`src/rtl/ide_dec_pkg.sv`:
```
package ide_dec_pkg;
  localparam int IO_W   = 16;
  localparam int CFG_AW = 8;
  localparam int NCH    = 2;

  localparam logic [CFG_AW-1:0] OFS_CMD     = 8'h04;
  localparam logic [CFG_AW-1:0] OFS_STS     = 8'h07;
  localparam logic [CFG_AW-1:0] OFS_PI      = 8'h09;
  localparam logic [CFG_AW-1:0] OFS_P_CMD   = 8'h10;
  localparam logic [CFG_AW-1:0] OFS_P_CTL   = 8'h14;
  localparam logic [CFG_AW-1:0] OFS_S_CMD   = 8'h18;
  localparam logic [CFG_AW-1:0] OFS_S_CTL   = 8'h1C;
  localparam logic [CFG_AW-1:0] OFS_BM      = 8'h20;
  localparam logic [CFG_AW-1:0] OFS_CHCTL   = 8'h4A;

  localparam logic [7:0] MSK_CMD   = 8'h05;
  localparam logic [7:0] MSK_PI    = 8'hCF;
  localparam logic [7:0] MSK_CHCTL = 8'hAF;
  localparam logic [7:0] RST_CHCTL = 8'h06;

  localparam int BLK_SPAN = 8;

  // bit of the channel-control byte that turns channel ch on
  function automatic int chan_on_bit(input int ch);
    return 2 - ch;
  endfunction

  // bit of the programming-interface byte that selects native mode
  function automatic int native_bit(input int ch);
    return 2 * ch;
  endfunction

  function automatic logic [IO_W-1:0] legacy_cmd(input int ch);
    return (ch == 0) ? IO_W'(16'h01F0) : IO_W'(16'h0170);
  endfunction

  function automatic logic [IO_W-1:0] legacy_ctl(input int ch);
    return (ch == 0) ? IO_W'(16'h03F6) : IO_W'(16'h0376);
  endfunction

  function automatic logic [IO_W-1:0] native_cmd(input logic [IO_W-1:0] bar);
    return {bar[IO_W-1:3], 3'b000};
  endfunction

  function automatic logic [IO_W-1:0] native_ctl(input logic [IO_W-1:0] bar);
    return {bar[IO_W-1:2], 2'b00} + IO_W'(2);
  endfunction

  function automatic logic [IO_W-1:0] bm_chan_base(input logic [IO_W-1:0] bar, input int ch);
    return {bar[IO_W-1:4], 4'b0000} + IO_W'(ch * BLK_SPAN);
  endfunction

  // true when addr falls inside the aligned 8-byte block starting at base
  function automatic logic in_block(input logic [IO_W-1:0] addr, input logic [IO_W-1:0] base);
    return addr[IO_W-1:3] == base[IO_W-1:3];
  endfunction
endpackage

```
`src/rtl/ide_cfg_regs.sv`:
```
module ide_cfg_regs
  import ide_dec_pkg::*;
(
  input  logic                         clk,
  input  logic                         rst_n,
  input  logic                         cfg_we,
  input  logic [CFG_AW-1:0]            cfg_addr,
  input  logic [7:0]                   cfg_wdata,
  input  logic [7:0]                   sts_set,
  output logic [7:0]                   cfg_rdata,
  output logic [7:0]                   cmd_q,
  output logic [7:0]                   pi_q,
  output logic [7:0]                   chctl_q,
  output logic [7:0]                   sts_q,
  output logic [NCH-1:0][IO_W-1:0]     cmd_bar_q,
  output logic [NCH-1:0][IO_W-1:0]     ctl_bar_q,
  output logic [IO_W-1:0]              bm_bar_q
);
  localparam int NB = IO_W / 8;

  logic wr_sts;
  assign wr_sts = cfg_we && (cfg_addr == OFS_STS);

  // offset of byte b of a 16-bit base register
  function automatic logic [CFG_AW-1:0] ofs_byte(input logic [CFG_AW-1:0] base, input int b);
    return base + CFG_AW'(b);
  endfunction

  always_ff @(posedge clk) begin
    if (!rst_n) begin
      cmd_q   <= '0;
      pi_q    <= '0;
      chctl_q <= RST_CHCTL;
      sts_q   <= '0;
    end else begin
      sts_q <= (wr_sts ? (sts_q & cfg_wdata) : sts_q) | sts_set;
      if (cfg_we) begin
        unique case (cfg_addr)
          OFS_CMD:   cmd_q   <= cfg_wdata & MSK_CMD;
          OFS_PI:    pi_q    <= cfg_wdata & MSK_PI;
          OFS_CHCTL: chctl_q <= cfg_wdata & MSK_CHCTL;
          default: ;
        endcase
      end
    end
  end

  for (genvar b = 0; b < NB; b++) begin : g_bar_byte
    always_ff @(posedge clk) begin
      if (!rst_n) begin
        cmd_bar_q[0][8*b +: 8] <= '0;
        cmd_bar_q[1][8*b +: 8] <= '0;
        ctl_bar_q[0][8*b +: 8] <= '0;
        ctl_bar_q[1][8*b +: 8] <= '0;
        bm_bar_q[8*b +: 8]     <= '0;
      end else if (cfg_we) begin
        if (cfg_addr == ofs_byte(OFS_P_CMD, b)) cmd_bar_q[0][8*b +: 8] <= cfg_wdata;
        if (cfg_addr == ofs_byte(OFS_S_CMD, b)) cmd_bar_q[1][8*b +: 8] <= cfg_wdata;
        if (cfg_addr == ofs_byte(OFS_P_CTL, b)) ctl_bar_q[0][8*b +: 8] <= cfg_wdata;
        if (cfg_addr == ofs_byte(OFS_S_CTL, b)) ctl_bar_q[1][8*b +: 8] <= cfg_wdata;
        if (cfg_addr == ofs_byte(OFS_BM, b))    bm_bar_q[8*b +: 8]     <= cfg_wdata;
      end
    end
  end

  always_comb begin
    cfg_rdata = '0;
    unique case (cfg_addr)
      OFS_CMD:               cfg_rdata = cmd_q;
      OFS_STS:               cfg_rdata = sts_q;
      OFS_PI:                cfg_rdata = pi_q;
      OFS_CHCTL:             cfg_rdata = chctl_q;
      ofs_byte(OFS_P_CMD,0): cfg_rdata = cmd_bar_q[0][7:0];
      ofs_byte(OFS_P_CMD,1): cfg_rdata = cmd_bar_q[0][15:8];
      ofs_byte(OFS_S_CMD,0): cfg_rdata = cmd_bar_q[1][7:0];
      ofs_byte(OFS_S_CMD,1): cfg_rdata = cmd_bar_q[1][15:8];
      ofs_byte(OFS_P_CTL,0): cfg_rdata = ctl_bar_q[0][7:0];
      ofs_byte(OFS_P_CTL,1): cfg_rdata = ctl_bar_q[0][15:8];
      ofs_byte(OFS_S_CTL,0): cfg_rdata = ctl_bar_q[1][7:0];
      ofs_byte(OFS_S_CTL,1): cfg_rdata = ctl_bar_q[1][15:8];
      ofs_byte(OFS_BM,0):    cfg_rdata = bm_bar_q[7:0];
      ofs_byte(OFS_BM,1):    cfg_rdata = bm_bar_q[15:8];
      default:               cfg_rdata = '0;
    endcase
  end

  AST_CHCTL_MASKED: assert property (@(posedge clk) disable iff (!rst_n)
    (cfg_we && cfg_addr == OFS_CHCTL) |=> (chctl_q == ($past(cfg_wdata) & MSK_CHCTL)));
  AST_CMD_RESERVED_ZERO: assert property (@(posedge clk) disable iff (!rst_n)
    (cmd_q & ~MSK_CMD) == 8'h00);
  AST_STS_WRITE_AND: assert property (@(posedge clk) disable iff (!rst_n)
    wr_sts |=> (sts_q == (($past(sts_q) & $past(cfg_wdata)) | $past(sts_set))));
  AST_STS_STICKY: assert property (@(posedge clk) disable iff (!rst_n)
    !wr_sts |=> (sts_q == ($past(sts_q) | $past(sts_set))));
endmodule

```
`src/rtl/ide_chan_decode.sv`:
```
module ide_chan_decode
  import ide_dec_pkg::*;
#(
  parameter int CH = 0
) (
  input  logic            clk,
  input  logic            rst_n,
  input  logic            io_en,
  input  logic            chan_on,
  input  logic            native,
  input  logic            bm_en,
  input  logic [IO_W-1:0] cmd_bar,
  input  logic [IO_W-1:0] ctl_bar,
  input  logic [IO_W-1:0] bm_bar,
  input  logic [IO_W-1:0] io_addr,
  output logic            en,
  output logic [IO_W-1:0] cmd_base,
  output logic [IO_W-1:0] ctl_addr,
  output logic [IO_W-1:0] bm_base,
  output logic            hit_cmd,
  output logic            hit_ctl,
  output logic            hit_bm
);
  assign en       = io_en && chan_on;
  assign cmd_base = native ? native_cmd(cmd_bar) : legacy_cmd(CH);
  assign ctl_addr = native ? native_ctl(ctl_bar) : legacy_ctl(CH);
  assign bm_base  = bm_chan_base(bm_bar, CH);

  assign hit_cmd = en && in_block(io_addr, cmd_base);
  assign hit_ctl = en && (io_addr == ctl_addr);
  assign hit_bm  = bm_en && in_block(io_addr, bm_base);

  AST_CTL_LOW_BITS: assert property (@(posedge clk) disable iff (!rst_n)
    en |-> (ctl_addr[1:0] == 2'b10));
  AST_CMD_ALIGNED: assert property (@(posedge clk) disable iff (!rst_n)
    en |-> (cmd_base[2:0] == 3'b000));
  AST_HIT_NEEDS_EN: assert property (@(posedge clk) disable iff (!rst_n)
    (hit_cmd || hit_ctl) |-> (io_en && chan_on));
  AST_BM_HIT_NEEDS_BM_EN: assert property (@(posedge clk) disable iff (!rst_n)
    hit_bm |-> bm_en);
endmodule

```
`src/rtl/ide_addr_decoder.sv`:
```
module ide_addr_decoder
  import ide_dec_pkg::*;
(
  input  logic              clk,
  input  logic              rst_n,
  input  logic              cfg_we,
  input  logic [CFG_AW-1:0] cfg_addr,
  input  logic [7:0]        cfg_wdata,
  output logic [7:0]        cfg_rdata,
  input  logic [7:0]        sts_set,
  input  logic [IO_W-1:0]   io_addr,
  output logic [NCH-1:0]    ch_en,
  output logic [IO_W-1:0]   pri_cmd_base,
  output logic [IO_W-1:0]   pri_ctl_addr,
  output logic [IO_W-1:0]   sec_cmd_base,
  output logic [IO_W-1:0]   sec_ctl_addr,
  output logic [IO_W-1:0]   pri_bm_base,
  output logic [IO_W-1:0]   sec_bm_base,
  output logic              bm_en,
  output logic [NCH-1:0]    hit_cmd,
  output logic [NCH-1:0]    hit_ctl,
  output logic [NCH-1:0]    hit_bm
);
  logic [7:0]               cmd_q, pi_q, chctl_q, sts_q;
  logic [NCH-1:0][IO_W-1:0] cmd_bar_q, ctl_bar_q;
  logic [IO_W-1:0]          bm_bar_q;
  logic [NCH-1:0][IO_W-1:0] cmd_b, ctl_a, bm_b;
  logic                     io_space_en;

  ide_cfg_regs u_regs (
    .clk       (clk),
    .rst_n     (rst_n),
    .cfg_we    (cfg_we),
    .cfg_addr  (cfg_addr),
    .cfg_wdata (cfg_wdata),
    .sts_set   (sts_set),
    .cfg_rdata (cfg_rdata),
    .cmd_q     (cmd_q),
    .pi_q      (pi_q),
    .chctl_q   (chctl_q),
    .sts_q     (sts_q),
    .cmd_bar_q (cmd_bar_q),
    .ctl_bar_q (ctl_bar_q),
    .bm_bar_q  (bm_bar_q)
  );

  assign io_space_en = cmd_q[0];
  assign bm_en       = cmd_q[2];

  for (genvar c = 0; c < NCH; c++) begin : g_chan
    ide_chan_decode #(.CH(c)) u_chan (
      .clk      (clk),
      .rst_n    (rst_n),
      .io_en    (io_space_en),
      .chan_on  (chctl_q[chan_on_bit(c)]),
      .native   (pi_q[native_bit(c)]),
      .bm_en    (bm_en),
      .cmd_bar  (cmd_bar_q[c]),
      .ctl_bar  (ctl_bar_q[c]),
      .bm_bar   (bm_bar_q),
      .io_addr  (io_addr),
      .en       (ch_en[c]),
      .cmd_base (cmd_b[c]),
      .ctl_addr (ctl_a[c]),
      .bm_base  (bm_b[c]),
      .hit_cmd  (hit_cmd[c]),
      .hit_ctl  (hit_ctl[c]),
      .hit_bm   (hit_bm[c])
    );
  end

  assign pri_cmd_base = cmd_b[0];
  assign pri_ctl_addr = ctl_a[0];
  assign sec_cmd_base = cmd_b[1];
  assign sec_ctl_addr = ctl_a[1];
  assign pri_bm_base  = bm_b[0];
  assign sec_bm_base  = bm_b[1];

  AST_EN_NEEDS_IO_SPACE: assert property (@(posedge clk) disable iff (!rst_n)
    (|ch_en) |-> cmd_q[0]);
  AST_BM_PAIR_SPACING: assert property (@(posedge clk) disable iff (!rst_n)
    sec_bm_base == pri_bm_base + IO_W'(BLK_SPAN));
  AST_BM_ALIGNED: assert property (@(posedge clk) disable iff (!rst_n)
    pri_bm_base[3:0] == 4'h0);
  AST_EN_FOLLOWS_WRITE: assert property (@(posedge clk) disable iff (!rst_n)
    (cfg_we && cfg_addr == OFS_CMD && cfg_wdata[0] == 1'b0) |=> (ch_en == '0));
endmodule

```
`config.mk`:
```
export PLATFORM = sky130hd
export DESIGN_NAME = ide_addr_decoder
export DESIGN_NICKNAME = d
export VERILOG_FILES = /design/src/rtl/ide_dec_pkg.sv /design/src/rtl/ide_cfg_regs.sv /design/src/rtl/ide_chan_decode.sv /design/src/rtl/ide_addr_decoder.sv
export SDC_FILE = /design/constraint.sdc
export NUM_CORES = 1
export LEC_CHECK = 0
export BUFFER_PORTS_ARGS = -buffer_cell sky130_fd_sc_hd__buf_2
export CORE_MARGIN = 2
export CORE_UTILIZATION = 35
export DETAILED_ROUTE_END_ITERATION = 16
export GPL_ROUTABILITY_DRIVEN = 1
export GPL_TIMING_DRIVEN = 0
export PLACE_DENSITY = 0.53
export SLEW_MARGIN = 15
export SYNTH_ARGS = -nofsm -noshare
export SYNTH_HDL_FRONTEND = slang
export SYNTH_HIERARCHICAL = 1
export SYNTH_SLANG_ARGS = --single-unit
```
`constraint.sdc`:
```
create_clock -name clk -period 3.45 [get_ports clk]
set_input_delay 0.5175 -clock clk [delete_from_list [all_inputs] [get_ports clk]]
set_output_delay 0.5175 -clock clk [all_outputs]
set_load 0.005 [all_outputs]
```
==> summary.txt <==
Status
  – Result of the run: finished clean

Floorplanning
  – Num rows: 52
  – Starting Density: 0.356
  – Die area: 0.0218 sq mm
  – Die Y: 147 um
  – Top Ports: 156
  – Die width: 147 um
  – Core Area: 0.0202 sq mm

Finish
  – Final Core Density: 0.423
  – Share of layout cells above drive strength 1: 0.245
  – Area delta synth->final: 18.7%
  – Multi-input gate area: 0.00449 sq mm
  – Diodes inserted: 0
  – Sequential Area: 0.00204 sq mm
  – Fillers: 2094
  – Nets: 1034

Drt
  – Total routed wirelength: 29.0 mm
  – WL per Instance: 22.9 um
  – DRT Pass-1 Iters: 5
  – Number of remaining DRC errors: 0
  – DRT antenna net count: 0
  – DRT iter0 DRCs: 616
  – Drt via density: 5.44
  – Via count: 6890

Critical path
  – Crit path kind: in2out
  – Startpoint Class: input pin
  – Critical path fanouts, max: 10
  – CP Capture Type: output port
  – Worst EP required: 2930 ps
  – WP data arrival: 2820 ps

STA
  – Period utilization: 0.969
  – Final Skew: 0 ps
  – Slew headroom: 0.333
  – Setup violations, final: 0
  – Max-slew violation count: 0
  – Achievable Freq: 0.299 GHz
  – WHS: 374 ps
  – Final Hold Viols: 0
  – Slew at the pin with the worst max-slew slack: 1000 ps
  – Setup TNS: 0 ps
  – Unrepaired setup endpoints after global routing: no
  – Final worst path period need: 3340 ps

Placement
  – Gpl congestion: 0.959
  – IO Port Bufs: 132
  – DP HPWL: 22.0 mm

CTS
  – Post-CTS Resized: 0
  – Depth of the CTS H-tree: 3
  – CTS tree: yes
  – Max clock buf depth: 2
  – Post-CTS setup buffer count: 0
  – Hold-fix buffers, CTS: 0
  – Clk slew on worst S/H paths: 70 ps
  – Worst-Skew Late Latency: 360 ps
  – Clk root buf: clkbuf_16
  – CTS sink cnt: 102
  – TritonCTS Buffers: 9

Power and ir drop
  – PD cells: 300 mW/mm^2
  – VDD IR max: 0.235 mV
  – Leak: 3.87 nW

Logic synthesis
  – Synth warn: 6
  – Synthesized area per cell: 8.64 sq um
  – Synthesized instance count: 834
  – Synthesized area: 0.00721 sq mm

Run
  – Max-Cap Viols: 0

Global route
  – Largest net degree at the start of global routing: 17
  – Vias in the first global route: 6455
  – GRT overflow: 0
  – First-pass GRT wire length: 42.3 mm
  – Antenna violations before repair: 0
  – Total GRT Usage: 0.264

Min path
  – Hold/Removal Path Class: in2reg
==> worst max-delay path: stages <==
cell	delay, ps
buf_2	140
clkbuf_1	430
buf_2	360
mux2i_1	330
nor4_1	80
a2111oi_0	540
nand4b_1	240
buf_2	190
==> through the flow <==
| step | cells | total power [mW] | area, sq um | setup slack, ps |
|---|---|---|---|---|
| 2_1_floorplan | 848 | 1.40 | 7260 | 1090 |
| 3_3_place_gp | 1250 | 1.53 | 8260 | 223 |
| 3_5_place_dp | 1250 | 1.53 | 8260 | 250 |
| 4_1_cts | 1266 | 2.58 | 8560 | 249 |
| 5_1_grt | 1266 | 2.65 | 8560 | 144 |
| 6_report | 1266 | 2.57 | 8560 | 109 |
==> per-layer routing <==
layer	GRT usage	wire length [um]	vias up
met1	0.360	13000	3322
met4	0.0841	837	0
met5	0	0	-
met2	0.425	13000	291
li1	-	-	3227
met3	0.0469	2100	50
==> cells in the final DEF, fill, tap and decap left out, types with 14 or more instances in the layout <==
cell type / n
clkbuf_1: 41
buf_4: 42
inv_1: 30
a21boi_1: 14
conb_1: 18
and2_1: 32
dfxtp_1: 102
o21ai_0: 27
nand2b_1: 22
nand2_1: 26
nand4_1: 14
mux2i_1: 96
buf_2: 147
nand3_1: 31
nor2_1: 18
xnor2_1: 33
nor2b_1: 95
==> power breakdown <==
group	internal, mW	total (mW)	switching, mW
sequential	1.18	1.19	0.00654
combinational	0.114	0.321	0.207
clock	0.583	1.06	0.476
total	1.88	2.57	0.689
==> worst paths after layout <==
check                      start               to  slack, ps  cells past startpoint
hold reg to reg   u_regs/pi_q[3]   u_regs/pi_q[3]        470                      2
setup / recovery     cfg_addr[2]     cfg_rdata[0]        110                      8
setup reg to reg  u_regs/pi_q[0]   u_regs/pi_q[0]       2540                      2
hold / removal        sts_set[2]  u_regs/sts_q[2]        370                      3
==> flip-flops by register name, indices dropped and copies added (netlist names) <==
| signal | cells |
|---|---|
| u_regs/pi_q | 6 |
| u_regs/ctl_bar_q | 32 |
| u_regs/bm_bar_q | 16 |
| u_regs/chctl_q | 6 |
| u_regs/cmd_bar_q | 32 |
| u_regs/sts_q | 8 |
| u_regs/cmd_q | 2 |
==> final cells by class <==
cell class / count / area share
timing repair buffer: 132 / 0.0772
tap: 270 / 0.0395
sequential: 102 / 0.239
clock inverter: 5 / 0.00658
buffer: 104 / 0.0715
inverter: 31 / 0.0136
multi-input combinational: 611 / 0.525
clock buffer: 11 / 0.0284
Power figures use the tool's default switching activity.
